**src/rtl/lcd_bringup_pkg.sv**
```systemverilog
package lcd_bringup_pkg;

  localparam int STEP_COUNT = 19;
  localparam int IDX_W      = $clog2(STEP_COUNT);
  localparam int MODE_COUNT = 4;
  localparam int BYTE_W     = 8;

  typedef enum logic [1:0] {
    ST_IDLE,
    ST_RST,
    ST_REQ,
    ST_PAUSE
  } seqState_t;

  // strobes from control to datapath
  typedef struct packed {
    logic armRun;       // latch mode, clear step index
    logic loadRstWait;  // load timer with panel reset length
    logic loadStepWait; // load timer with pause of current step
    logic stepNext;     // advance step index
    logic tickRun;      // let the timer count
  } seqStrobe_t;

  // status from datapath to control
  typedef struct packed {
    logic modeOk;
    logic waitDone;
    logic stepPauses;
    logic lastStep;
  } seqStatus_t;

endpackage

```
**src/rtl/lcd_bringup_dp.sv**
```systemverilog
module lcd_bringup_dp
  import lcd_bringup_pkg::*;
#(
  parameter int CYC_PER_MS = 100000,
  parameter int RST_MS     = 1,
  parameter int LONG_MS    = 10,
  parameter int SHORT_MS   = 1,
  parameter int MODE_W     = 3
) (
  input  logic                clk,
  input  logic                rstN,
  input  logic [MODE_W-1:0]   modeSel,
  input  seqStrobe_t          stb,
  output seqStatus_t          sts,
  output logic [BYTE_W-1:0]   wrAddr,
  output logic [BYTE_W-1:0]   wrData
);

  localparam int MS_MAX = (RST_MS > LONG_MS) ? ((RST_MS > SHORT_MS) ? RST_MS : SHORT_MS)
                                             : ((LONG_MS > SHORT_MS) ? LONG_MS : SHORT_MS);
  localparam int MS_W   = $clog2(MS_MAX + 1);
  localparam int PRE_W  = (CYC_PER_MS > 1) ? $clog2(CYC_PER_MS) : 1;

  // panel timing bytes for registers 0x14..0x1F, entry 0 first
  localparam logic [0:11][7:0] TIM_M0 = '{8'h27, 8'h00, 8'h05, 8'h04, 8'h03, 8'hEF,
                                          8'h00, 8'h05, 8'h00, 8'h0E, 8'h00, 8'h02};
  localparam logic [0:11][7:0] TIM_M1 = '{8'h3B, 8'h00, 8'h01, 8'h00, 8'h05, 8'h0F,
                                          8'h01, 8'h02, 8'h00, 8'h07, 8'h00, 8'h09};
  localparam logic [0:11][7:0] TIM_M2 = '{8'h4F, 8'h05, 8'h0F, 8'h01, 8'h00, 8'hDF,
                                          8'h01, 8'h0A, 8'h00, 8'h0E, 8'h00, 8'h01};
  localparam logic [0:11][7:0] TIM_M3 = '{8'h63, 8'h03, 8'h03, 8'h02, 8'h00, 8'hDF,
                                          8'h01, 8'h14, 8'h00, 8'h06, 8'h00, 8'h01};

  logic [1:0]       modeReg;
  logic [IDX_W-1:0] stepIdx;
  logic [MS_W-1:0]  msLeft;
  logic [MS_W-1:0]  stepMs;
  logic             msTick;
  logic [3:0]       timIdx;

  // mode latch and step index
  always_ff @(posedge clk) begin
    if (!rstN) begin
      modeReg <= '0;
      stepIdx <= '0;
    end else if (stb.armRun) begin
      modeReg <= modeSel[1:0];
      stepIdx <= '0;
    end else if (stb.stepNext) begin
      stepIdx <= stepIdx + 1'b1;
    end
  end

  // millisecond prescaler, dropped when one cycle already is a millisecond
  generate
    if (CYC_PER_MS == 1) begin : gNoPre
      assign msTick = 1'b1;
    end else begin : gPre
      logic [PRE_W-1:0] preCnt;
      always_ff @(posedge clk) begin
        if (!rstN)
          preCnt <= '0;
        else if (stb.loadRstWait || stb.loadStepWait)
          preCnt <= '0;
        else if (stb.tickRun)
          preCnt <= msTick ? '0 : preCnt + 1'b1;
      end
      assign msTick = (preCnt == PRE_W'(CYC_PER_MS - 1));
    end
  endgenerate

  // pause length belonging to each step
  always_comb begin
    case (stepIdx)
      IDX_W'(1), IDX_W'(17), IDX_W'(18): stepMs = MS_W'(LONG_MS);
      IDX_W'(3):                         stepMs = MS_W'(SHORT_MS);
      default:                           stepMs = '0;
    endcase
  end

  // millisecond down counter
  always_ff @(posedge clk) begin
    if (!rstN)
      msLeft <= '0;
    else if (stb.loadRstWait)
      msLeft <= MS_W'(RST_MS);
    else if (stb.loadStepWait)
      msLeft <= stepMs;
    else if (stb.tickRun && msTick && (msLeft != '0))
      msLeft <= msLeft - 1'b1;
  end

  assign sts.modeOk     = (int'(modeSel) < MODE_COUNT);
  assign sts.waitDone   = msTick && (msLeft == MS_W'(1));
  assign sts.stepPauses = (stepMs != '0);
  assign sts.lastStep   = (stepIdx == IDX_W'(STEP_COUNT - 1));

  // register address of the current step
  always_comb begin
    case (stepIdx)
      IDX_W'(0):  wrAddr = 8'h88;
      IDX_W'(1):  wrAddr = 8'h89;
      IDX_W'(2):  wrAddr = 8'h10;
      IDX_W'(3):  wrAddr = 8'h04;
      IDX_W'(16): wrAddr = 8'h8A;
      IDX_W'(17): wrAddr = 8'h8B;
      IDX_W'(18): wrAddr = 8'h01;
      default:    wrAddr = 8'h10 + 8'(stepIdx);
    endcase
  end

  assign timIdx = 4'(stepIdx - IDX_W'(4));

  // register value of the current step
  always_comb begin
    case (stepIdx)
      IDX_W'(0):  wrData = modeReg[1] ? 8'h0B : 8'h0A;
      IDX_W'(1):  wrData = 8'h02;
      IDX_W'(2):  wrData = 8'h0C;
      IDX_W'(3): begin
        case (modeReg)
          2'd0:    wrData = 8'h03;
          2'd1:    wrData = 8'h82;
          2'd2:    wrData = 8'h01;
          default: wrData = 8'h81;
        endcase
      end
      IDX_W'(16): wrData = 8'h81;
      IDX_W'(17): wrData = 8'hFF;
      IDX_W'(18): wrData = 8'h80;
      default: begin
        if (timIdx > 4'd11)
          wrData = 8'h00;
        else begin
          case (modeReg)
            2'd0:    wrData = TIM_M0[timIdx];
            2'd1:    wrData = TIM_M1[timIdx];
            2'd2:    wrData = TIM_M2[timIdx];
            default: wrData = TIM_M3[timIdx];
          endcase
        end
      end
    endcase
  end

endmodule

```
**src/rtl/lcd_bringup_ctrl.sv**
```systemverilog
module lcd_bringup_ctrl
  import lcd_bringup_pkg::*;
(
  input  logic       clk,
  input  logic       rstN,
  input  logic       start,
  input  logic       wrAck,
  input  seqStatus_t sts,
  output seqStrobe_t stb,
  output logic       panelRstN,
  output logic       wrReq,
  output logic       busy,
  output logic       done,
  output logic       error
);

  seqState_t state, stateNxt;
  logic      finishNow;
  logic      startIdle;

  assign startIdle = (state == ST_IDLE) && start;
  assign finishNow = (state == ST_PAUSE) && sts.waitDone && sts.lastStep;

  always_comb begin
    stateNxt = state;
    stb      = '0;
    case (state)
      ST_IDLE: begin
        if (start && sts.modeOk) begin
          stateNxt        = ST_RST;
          stb.armRun      = 1'b1;
          stb.loadRstWait = 1'b1;
        end
      end
      ST_RST: begin
        stb.tickRun = 1'b1;
        if (sts.waitDone) stateNxt = ST_REQ;
      end
      ST_REQ: begin
        if (wrAck) begin
          if (sts.stepPauses) begin
            stateNxt         = ST_PAUSE;
            stb.loadStepWait = 1'b1;
          end else begin
            stb.stepNext = 1'b1;
          end
        end
      end
      ST_PAUSE: begin
        stb.tickRun = 1'b1;
        if (sts.waitDone) begin
          if (sts.lastStep) begin
            stateNxt = ST_IDLE;
          end else begin
            stateNxt     = ST_REQ;
            stb.stepNext = 1'b1;
          end
        end
      end
      default: stateNxt = ST_IDLE;
    endcase
  end

  always_ff @(posedge clk) begin
    if (!rstN) begin
      state <= ST_IDLE;
      done  <= 1'b0;
      error <= 1'b0;
    end else begin
      state <= stateNxt;
      if (startIdle) begin
        done  <= 1'b0;
        error <= !sts.modeOk;
      end else if (finishNow) begin
        done <= 1'b1;
      end
    end
  end

  assign panelRstN = (state != ST_RST);
  assign wrReq     = (state == ST_REQ);
  assign busy      = (state != ST_IDLE);

endmodule

```
**src/rtl/lcd_bringup_seq.sv**
```systemverilog
module lcd_bringup_seq
  import lcd_bringup_pkg::*;
#(
  parameter int CYC_PER_MS = 100000,
  parameter int RST_MS     = 1,
  parameter int LONG_MS    = 10,
  parameter int SHORT_MS   = 1,
  parameter int MODE_W     = 3
) (
  input  logic              clk,
  input  logic              rstN,
  input  logic              start,
  input  logic [MODE_W-1:0] modeSel,
  output logic              panelRstN,
  output logic              wrReq,
  output logic [7:0]        wrAddr,
  output logic [7:0]        wrData,
  input  logic              wrAck,
  output logic              busy,
  output logic              done,
  output logic              error
);

  seqStrobe_t stb;
  seqStatus_t sts;

  lcd_bringup_ctrl u_ctrl (
    .clk       (clk),
    .rstN      (rstN),
    .start     (start),
    .wrAck     (wrAck),
    .sts       (sts),
    .stb       (stb),
    .panelRstN (panelRstN),
    .wrReq     (wrReq),
    .busy      (busy),
    .done      (done),
    .error     (error)
  );

  lcd_bringup_dp #(
    .CYC_PER_MS (CYC_PER_MS),
    .RST_MS     (RST_MS),
    .LONG_MS    (LONG_MS),
    .SHORT_MS   (SHORT_MS),
    .MODE_W     (MODE_W)
  ) u_dp (
    .clk     (clk),
    .rstN    (rstN),
    .modeSel (modeSel),
    .stb     (stb),
    .sts     (sts),
    .wrAddr  (wrAddr),
    .wrData  (wrData)
  );

endmodule

```
**config.mk**
```make
export PLATFORM = sky130hd
export DESIGN_NAME = lcd_bringup_seq
export DESIGN_NICKNAME = d
export VERILOG_FILES = /design/src/rtl/lcd_bringup_pkg.sv /design/src/rtl/lcd_bringup_dp.sv /design/src/rtl/lcd_bringup_ctrl.sv /design/src/rtl/lcd_bringup_seq.sv
export SDC_FILE = /design/constraint.sdc
export NUM_CORES = 1
export LEC_CHECK = 0
export ABC_CLOCK_PERIOD_IN_PS = 3500
export BUFFER_PORTS_ARGS = -buffer_cell sky130_fd_sc_hd__buf_2
export CORE_AREA = 2 2 67 69
export DETAILED_ROUTE_END_ITERATION = 16
export DIE_AREA = 0 0 69 71
export PLACE_DENSITY = 0.83
export SLEW_MARGIN = 20
export SYNTH_ARGS = -nofsm -noshare
export SYNTH_HDL_FRONTEND = slang
export SYNTH_SLANG_ARGS = --single-unit
export TNS_END_PERCENT = 10
```
**constraint.sdc**
```tcl
create_clock -name clk -period 3.5 [get_ports clk]
set_clock_uncertainty 0.05 [all_clocks]
set_input_delay 0.525 -clock clk [delete_from_list [all_inputs] [get_ports clk]]
set_output_delay 0.525 -clock clk [all_outputs]
set_load 0.01 [all_outputs]
```
==> impl_metrics.csv <==
group,metric,value,unit
status,result_of_the_run,"finished, final reports clean",
clock_network,cts_tree,"done",
floorplan,top_level_ports,28,
drt,detail_route.iter0.violations,208,
cells_and_area,num_antenna_cells,0,
synth,syn-mean-instance-area,7.61,um2
clock_network,worstSkewPairLatency,0.29,ns
synth,yosysUniqueCellTypes,55,
cells_and_area,layout_common_cells,"nor2_1, nand2_1, dfxtp_1",
grt,number_of_antenna_violations_at_the_first_check_in_global_routing,0,
pwr,power_report.internal_total,641,uW
sta,setup_violations,0,
floorplan,floorplan.die.height,71,um
synth,synth_area,2340,um2
critical_path,critPathCaptureType,"output port",
clock_network,clk_path_buf_depth,2,
grt,grt_max_degree,22,
drt,avgViaCountPerCell,5.81,
synth,synthesis.instances,307,
critical_path,start_kind,"flip-flop",
clock_network,postCtsSetupBuffers,0,
critical_path,reg2reg_depth,7,
drt,wire_per_inst,13.6,um
sta,post-route-period-util,0.890,
drt,route.antenna.remaining_nets,0,
hold_path,worst_hold_path_type,"reg -> reg",
cells_and_area,final_cell_area,2590,um2
synth,synth.area.top_cells,"dfxtp_1, ha_1, nor2_1",
sta,setup_total_negative_slack,0,ns
synth,ys_seq_elements,32,
clock_network,resized_gates_after_cts,0,
cells_and_area,finalCoreUtilization,0.616,
sta,achievable-frequency,0.321,GHz
cells_and_area,mostFrequentLayoutCell,"nor2_1",
sta,hold_violations,0,
drt,dr_total_vias,2189,
placed_design,place.detailed.hpwl,3730,um
critical_path,critical_path_peak_fanout,14,
pwr,seqPwrFrac,0.463,
clock_network,cts.reportedPaths.clkPinSlew,0.07,ns
sta,slew_at_the_pin_with_the_worst_max_slew_slack,0.644,ns
cells_and_area,finish.net_count,344,
floorplan,dieArea,4900,um2
floorplan,initial_core_util,0.556,
floorplan,dieWidth,69,um
drt,drt-total-wl,5130,um
critical_path,timing.setup.critical_path_class,"reg -> out",
grt,groute.usage.overall,0.226,
grt,global_route_wire_length_before_repair,9190,um
pwr,combinationalPowerShare,0.060,
floorplan,num_rows,24,
flow_run,maxCapViolCount,0,
pwr,power.density_cell_area,316,nW/um2
pwr,power.share.clock,0.478,
clock_network,cts_root_buf,"clkbuf_8",
drt,detail_route.first_pass.iterations,5,
critical_path,worst_ep_required_time,2.92,ns
placed_design,place.gp.congestion,0.892,
grt,vias_in_the_first_global_route,2024,
pwr,netSwitchingPower,177,uW
placed_design,pre_cts_ws,0.586,ns
pwr,swShare,0.216,
synth,number_of_enable_type_register_cells_in_the_synthesized_netlist,0,
hold_path,timing.hold.worst_path_depth,2,
clock_network,numCtsBuffers,5,
pwr,cellLeakagePower,0.00101,uW
floorplan,design.core.area,4200,um2
pwr,irDropWorstVdd,0.438,mV
synth,yosys_warnings,0,
synth,yosys.area.top_type_share,0.274,
clock_network,ctsHoldBuffers,0,
sta,post-route-min-period,3.12,ns
synth,ys_seq_area_frac,0.274,
clock_network,cts.htree.levels,2,
sta,post-route-worst-setup-slack,0.384,ns
placed_design,post_dp_cell_area,2460,um2
synth,postSynth.topFlopCell,"dfxtp_1",
sta,max-slew-margin-rel,0.571,
sta,report.final.slew_viol_count,0,
cells_and_area,area_growth_syn_to_layout,10.8,%
drt,post-route-drc-count,0,
cells_and_area,drive_above_1_share,0.142,
synth,biggest_area_consumer_among_synthesized_cells,"dfxtp_1",
sta,grt_setup_unrepaired,"no",
critical_path,worst-endpoint-arrival,2.54,ns
synth,mappedNetlistNets,327,
clock_network,cts.sinks,32,
grt,grt_overflow,0,
synth,ys_async_sr_fraction,0,
placed_design,io_buffers,26,
==> power by group through the flow <==
| stage | clock network (uW) | registers [uW] | logic (uW) |
|---|---|---|---|
| finish | 391 | 378 | 48.8 |
| global route | 410 | 379 | 55.5 |
| CTS | 396 | 378 | 48.9 |
| detailed placement | 0 | 386 | 48.3 |
| global placement | 0 | 386 | 47.4 |
| floorplan | 0 | 380 | 42.5 |
==> worst max-delay path: stages (launching register included) <==
cell     delay, ns
dfxtp_1       0.57
inv_1         0.23
ha_1          0.52
nor2_1        0.23
a31oi_1       0.06
a221o_1       0.37
nand3_1       0.08
nand2_1       0.05
buf_2         0.13
==> sequential cells by signal (all words and copies together), names as in the netlist <==
name / count
u_dp.stepIdx: 5
u_dp.msLeft: 4
u_ctrl.error: 1
u_ctrl.done: 1
u_dp.modeReg: 2
u_ctrl.state: 2
u_dp.gPre.preCnt: 17
==> path summary, 6_finish.rpt <==
path / slack, ns / start / end
max: 0.38 / u_dp.stepIdx[2]$_SDFFE_PP0P_ / wrData[1]
max reg2reg: 0.53 / u_dp.stepIdx[2]$_SDFFE_PP0P_ / u_dp.stepIdx[3]$_SDFFE_PP0P_
min: 0.42 / u_ctrl.error$_SDFFE_PN0P_ / u_ctrl.error$_SDFFE_PN0P_
min reg2reg: 0.42 / u_ctrl.error$_SDFFE_PN0P_ / u_ctrl.error$_SDFFE_PN0P_
==> cell type report <==
class	count	area, um2
multi-input combinational	244	1560
sequential	32	641
tap	52	65.1
clock buffer	7	96.3
timing repair buffer	28	145
fill	376	1620
clock inverter	1	30.0
inverter	13	48.8
==> metrics by stage <==
| stage | total power [uW] | std cells | hold slack (ns) |
|---|---|---|---|
| 6_report | 818 | 377 | 0.422 |
| 5_1_grt | 845 | 377 | 0.468 |
| 3_5_place_dp | 435 | 369 | 0.408 |
| 2_1_floorplan | 423 | 307 | 0.414 |
| 4_1_cts | 823 | 377 | 0.423 |
| 3_3_place_gp | 434 | 369 | 0.407 |
==> routing by layer <==
| layer | part of all wire | wire (um) | GRT usage | vias up |
|---|---|---|---|---|
| met3 | 0.053 | 273 | 0.0484 | 13 |
| li1 | - | - | - | 1098 |
| met2 | 0.48 | 2460 | 0.375 | 66 |
| met1 | 0.45 | 2310 | 0.288 | 1012 |
| met5 | 0 | 0 | 0 | - |
| met4 | 0.017 | 88 | 0.0893 | 0 |
==> synth_stat cells, types with 2 or more instances <==
master / count
buf_4: 2
o31ai_1: 3
nor2_1: 41
nor2b_1: 9
and3_1: 3
nand4_1: 5
a31oi_1: 3
clkbuf_1: 14
nand3_1: 9
nand2_1: 36
a221o_1: 2
dfxtp_1: 32
inv_1: 13
o21ai_0: 24
xor2_1: 9
nand4b_1: 4
nand2b_1: 10
mux2i_1: 7
nor3_1: 4
or4_4: 2
xnor2_1: 7
a21oi_1: 15
nor3b_1: 2
or3_1: 2
a22o_1: 2
o211ai_1: 4
a21o_1: 2
ha_1: 13
o22ai_1: 2
==> cells by family after synthesis <==
group / synth area share
AND/OR/NAND/NOR: 0.306
AO/OA/AOI/OAI: 0.192
flip-flops: 0.274
buffers and inverters: 0.0568
XOR/XNOR: 0.0600
adder cells (fa/ha/maj): 0.0696
multiplexers: 0.0396
other: 0.00161
Note: power is estimated with default switching activity, not from simulation.
